--- src/rtl/hb_pkg.sv ---
package hb_pkg;

    localparam int LEGS  = 2;
    localparam int GATES = 2 * LEGS;

    // gate vector layout: per leg, high switch at even index, low at odd
    localparam int G_HS1 = 0;
    localparam int G_LS1 = 1;
    localparam int G_HS2 = 2;
    localparam int G_LS2 = 3;

    typedef enum logic {
        SIDE_LOW  = 1'b0,
        SIDE_HIGH = 1'b1
    } side_e;

    typedef struct packed {
        logic hi;
        logic lo;
    } leg_drv_t;

    typedef struct packed {
        side_e leg2;
        side_e leg1;
    } bridge_want_t;

    // pulse low: both legs high (brake); pulse high: direction picks diagonal
    function automatic bridge_want_t decode_cmd(input logic pwm, input logic dir);
        bridge_want_t w;
        if (!pwm) begin
            w.leg1 = SIDE_HIGH;
            w.leg2 = SIDE_HIGH;
        end else if (!dir) begin
            w.leg1 = SIDE_HIGH;
            w.leg2 = SIDE_LOW;
        end else begin
            w.leg1 = SIDE_LOW;
            w.leg2 = SIDE_HIGH;
        end
        return w;
    endfunction

endpackage

--- src/rtl/hb_sync.sv ---
module hb_sync #(
    parameter int W      = 2,
    parameter int STAGES = 2
) (
    input  logic         clk,
    input  logic         rst,
    input  logic [W-1:0] d,
    output logic [W-1:0] q
);
    logic [W-1:0] pipe [STAGES];

    always_ff @(posedge clk) begin
        if (rst) begin
            for (int i = 0; i < STAGES; i++) pipe[i] <= '0;
        end else begin
            pipe[0] <= d;
            for (int i = 1; i < STAGES; i++) pipe[i] <= pipe[i-1];
        end
    end

    assign q = pipe[STAGES-1];
endmodule

--- src/rtl/hb_leg_ctrl.sv ---
module hb_leg_ctrl
    import hb_pkg::*;
#(
    parameter int DT_W = 10
) (
    input  logic            clk,
    input  logic            rst,
    input  side_e           want,
    input  logic [DT_W-1:0] dt_run,
    input  logic [DT_W-1:0] dt_rst,
    input  logic            bypass,
    output leg_drv_t        drv
);
    side_e           tgt;
    logic [DT_W-1:0] cnt;
    logic            settled;

    always_ff @(posedge clk) begin
        if (rst) begin
            tgt <= SIDE_HIGH;
            cnt <= dt_rst;
        end else if (want != tgt) begin
            tgt <= want;
            cnt <= dt_run;
        end else if (cnt != '0) begin
            cnt <= cnt - 1'b1;
        end
    end

    assign settled = (cnt == '0);

    always_comb begin
        if (bypass) begin
            drv.hi = (want == SIDE_HIGH);
            drv.lo = (want == SIDE_LOW);
        end else begin
            drv.hi = settled && (tgt == SIDE_HIGH);
            drv.lo = settled && (tgt == SIDE_LOW);
        end
    end
endmodule

--- src/rtl/hb_gate_mask.sv ---
module hb_gate_mask
    import hb_pkg::*;
(
    input  leg_drv_t         drv [LEGS],
    input  logic [GATES-1:0] shut_mask,
    input  logic             disable_all,
    output logic [GATES-1:0] gate_en
);
    logic [GATES-1:0] raw;

    for (genvar g = 0; g < LEGS; g++) begin : g_pack
        assign raw[2*g]   = drv[g].hi;
        assign raw[2*g+1] = drv[g].lo;
    end

    assign gate_en = raw & ~shut_mask & {GATES{~disable_all}};
endmodule

--- src/rtl/hb_gate_sequencer.sv ---
module hb_gate_sequencer
    import hb_pkg::*;
#(
    parameter int DT_W      = 10,
    parameter int SYNC_STGS = 2
) (
    input  logic             clk,
    input  logic             rst,
    input  logic             pwm_in,
    input  logic             dir_in,
    input  logic [DT_W-1:0]  dt_cycles,
    input  logic             dt_bypass,
    input  logic             disable_all,
    input  logic [GATES-1:0] shut_mask,
    output logic [GATES-1:0] gate_en
);
    logic [DT_W-1:0] dt_q;
    logic            pwm_s;
    logic            dir_s;
    bridge_want_t    want;
    side_e           want_leg [LEGS];
    leg_drv_t        drv [LEGS];

    always_ff @(posedge clk) begin
        if (rst) dt_q <= dt_cycles;
    end

    hb_sync #(.W(2), .STAGES(SYNC_STGS)) u_sync (
        .clk (clk),
        .rst (rst),
        .d   ({dir_in, pwm_in}),
        .q   ({dir_s, pwm_s})
    );

    assign want        = decode_cmd(pwm_s, dir_s);
    assign want_leg[0] = want.leg1;
    assign want_leg[1] = want.leg2;

    for (genvar g = 0; g < LEGS; g++) begin : g_leg
        hb_leg_ctrl #(.DT_W(DT_W)) u_leg (
            .clk    (clk),
            .rst    (rst),
            .want   (want_leg[g]),
            .dt_run (dt_q),
            .dt_rst (dt_cycles),
            .bypass (dt_bypass),
            .drv    (drv[g])
        );
    end

    hb_gate_mask u_mask (
        .drv         (drv),
        .shut_mask   (shut_mask),
        .disable_all (disable_all),
        .gate_en     (gate_en)
    );
endmodule

--- config.mk ---
export PLATFORM = sky130hd
export DESIGN_NAME = hb_gate_sequencer
export DESIGN_NICKNAME = d
export VERILOG_FILES = /design/src/rtl/hb_pkg.sv /design/src/rtl/hb_sync.sv /design/src/rtl/hb_leg_ctrl.sv /design/src/rtl/hb_gate_mask.sv /design/src/rtl/hb_gate_sequencer.sv
export SDC_FILE = /design/constraint.sdc
export NUM_CORES = 1
export LEC_CHECK = 0
export BUFFER_PORTS_ARGS = -buffer_cell sky130_fd_sc_hd__buf_4
export CORE_MARGIN = 2
export CORE_UTILIZATION = 60
export DETAILED_ROUTE_END_ITERATION = 8
export PLACE_DENSITY_LB_ADDON = 0.05
export SKIP_LAST_GASP = 1
export SLEW_MARGIN = 10
export SYNTH_ARGS = -nofsm -noshare
export SYNTH_HDL_FRONTEND = slang
export SYNTH_SLANG_ARGS = --single-unit
--- constraint.sdc ---
create_clock -name clk -period 5.77 [get_ports clk]
set_input_delay 0.577 -clock clk [delete_from_list [all_inputs] [get_ports clk]]
set_output_delay 0.577 -clock clk [all_outputs]
set_load 0.02 [all_outputs]
==> run summary <==
Worst EP arrival -> 2220 ps
Die ar. -> 3734 sq um
Worst-Skew Late Latency -> 360 ps
DR WL/cell -> 16.33 microns
Sequential share of the synthesized area -> 52.17%
FILL cells -> 252
Max-slew headroom -> 42.82%
Worst R2R Start -> g_leg[0].u_leg.cnt[0]
1st-iter DRT viols -> 107
Post-CTS sizing -> 0
Top cells by area, synth -> edfxtp_1 46%, dfxtp_1 6.1%, xor2_1 4.0%
Ys flop type -> edfxtp_1
Routed Antenna Nets -> 0
Post-Syn Area per Cell -> 10.64 sq um
Vias in the first global route -> 1473
RSZ-0062 raised after global routing -> false
Worst EP required -> 5190 ps
Synth area leader -> edfxtp_1
Synth cell types -> 44
Highest Clock Rate -> 357.7 MHz
First-pass GRT wire length -> 6.651 mm
# setup viols final -> 0
Final Hold Fails -> 0
Hold-fix buffers, CTS -> 0
Vias -> 1521
Clk Tree Root Cell -> clkbuf_4
Yosys reg bits -> 36
Ant diodes -> 0
Worst Path Max Fanout -> 6
Die height -> 61.11 microns
GRT Util Overall -> 25.14%
IR drop worst, VDD -> 0.1835 mV
Yosys top cell area share -> 46.04%
Async SR Flop Fraction -> 0%
Status -> completed
Final period util -> 48.45%
Setup TNS -> 0 ps
Clock skew -> 12.51 ps
WHS -> 390.5 ps
CP startpoint -> g_leg[0].u_leg.cnt[2]
Min cycle time layout -> 2796 ps
Worst hold path startpoint -> dt_cycles[0]
CP Cell Sequence -> nor3_1 > nand4b_1 > a21oi_1 > nor3b_1 > buf_4
Die X -> 61.11 microns
Routability Congestion -> 0.8682
Core ar. -> 3078 sq um
Worst-case reg-to-reg path depth -> 6
CP max stage cell -> nor3_1
Initial Utilization -> 63.58%
Cells after Synth -> 184
Reg-to-reg slack, setup -> 3470 ps
Tightest Hold Check Type -> in2reg
Pwr/cell area -> 263.5 nW/um^2
Setup bufs post-CTS -> 0
Crit start category -> register
Share of cells above drive strength 1 -> 17.22%
Clk sinks -> 36
Total leakage power -> 0.8682 nW
Reg clk slew, reported paths -> 130 ps
Critical path class -> reg2out
CTS tree -> done
# rows -> 20
Slowest Stage Delay on Critical Path -> 550 ps
Crit end category -> output port
Number of synthesized flops with an enable pin -> 30
I/O Pins -> 24
Post-Syn Nets -> 208
Worst path buffer plus inverter count -> 1
WP depth -> 5
Max Cap Viol -> 0
Design Power -> 0.5845 mW
DR pass1 iterations -> 4
Clock Path Buffers -> 2
Final routed DRC violation total -> 0
TritonCTS Buffers -> 5
Total wire length -> 4.132 mm
I/O Buffers -> 23
Via/cell ratio -> 6.012
Total gr overflow -> 0
Post-synthesis instance area -> 1957 sq um
Detailed placer's ending HPWL -> 3.091 mm
Final nets -> 232
H-tree depth -> 2
Initial antenna violation count -> 0
Worst Tran Pin Value -> 854.8 ps
Top delay family on crit path -> simple AND/OR/NAND/NOR gates
Final Slew Violations -> 0
Yosys Warn Count -> 0
Largest net degree at the start of global routing -> 49
Worst Hold Path Cells -> 1
P&R area growth vs syn -> 13.36%
-- final cells by class --
cell class	count	area, sq um	share of cell area (%)
tap	44	55.05	2.482
sequential	36	1021	46.02
clock buffer	5	37.54	1.692
inverter	8	30.03	1.354
clock inverter	3	23.77	1.072
multi-input combinational	134	878.3	39.59
timing repair buffer	23	172.7	7.783
-- cell families after synthesis --
| logic type | synth area share (%) |
|---|---|
| AO/OA/AOI/OAI | 14.26 |
| XOR/XNOR | 4.476 |
| adder cells (fa/ha/maj) | 2.558 |
| buffers and inverters | 2.941 |
| flip-flops | 52.17 |
| multiplexers | 2.046 |
| AND/OR/NAND/NOR | 21.55 |
-- through the flow --
| step | worst slack (ps) | std cells | instance area, sq um | utilization, % |
|---|---|---|---|---|
| after CTS | 2977 | 253 | 2218 | 72.07 |
| after global routing | 2789 | 253 | 2218 | 72.07 |
| after floorplan | 3481 | 184 | 1957 | - |
| after global placement | 3460 | 245 | 2157 | 70.08 |
| after detailed placement | 3380 | 245 | 2157 | 70.08 |
| final | 2974 | 253 | 2218 | 72.07 |
-- power by group --
| part | switching (mW) | internal (mW) | leakage, nW |
|---|---|---|---|
| combinational | 0.0553 | 0.0479 | 0.475 |
| sequential | 0.0253 | 0.314 | 0.366 |
| clock | 0.0943 | 0.0479 | 0.0274 |
-- synthesized netlist by cell type, types with 2 or more instances --
master and instances:
nand2b_1 6, nand2_1 12, nor2b_1 5, nor4_1 2, a221oi_1 2, o221ai_1 3, dfxtp_1 6, a211oi_1 3
edfxtp_1 30, a21boi_0 3, nor2_1 18, o31ai_1 8, mux2i_1 4, o31a_1 2, inv_1 8, xor2_1 9
o21bai_1 2, a21oi_1 2, a31oi_1 2, nor3b_1 3, nand3_1 6, nand4b_1 2, and2_1 3, nor3_1 10
clkbuf_1 4, ha_1 4, o21ai_0 7, and3b_1 2
-- worst paths after layout --
check	endpoint
max	gate_en[0]
min	dt_q[0]
max reg2reg	g_leg[0].u_leg.cnt[8]
min reg2reg	u_sync.pipe[0][3]
-- registers in the layout (all words and copies together) (netlist names) --
name	flops
dt_q	10
g_leg.u_leg.cnt	20
g_leg.u_leg.tgt	2
u_sync.pipe	4
-- cells in the final DEF (no fill, tap or decap), types with 3 or more instances in the layout --
cell	count
a211oi_1	3
a21boi_0	3
and2_1	3
buf_4	23
clkbuf_4	5
dfxtp_1	6
edfxtp_1	30
ha_1	4
inv_1	8
mux2i_1	4
nand2_1	12
nand2b_1	6
nand3_1	6
nor2_1	18
nor2b_1	5
nor3_1	10
nor3b_1	3
o21ai_0	7
o221ai_1	3
o31ai_1	8
xor2_1	9
-- routing by layer --
| metal | wire length, microns | global-route usage [%] | part of all wire [%] | vias up |
|---|---|---|---|---|
| met5 | 0 | 0 | 0 | - |
| met4 | 82 | 11.49 | 2.0 | 0 |
| met3 | 279 | 7.143 | 6.8 | 10 |
| met2 | 2044 | 42.71 | 49 | 61 |
| met1 | 1726 | 29.47 | 42 | 716 |
| li1 | - | - | - | 734 |
No activity file was read; power rests on OpenSTA's default activity.
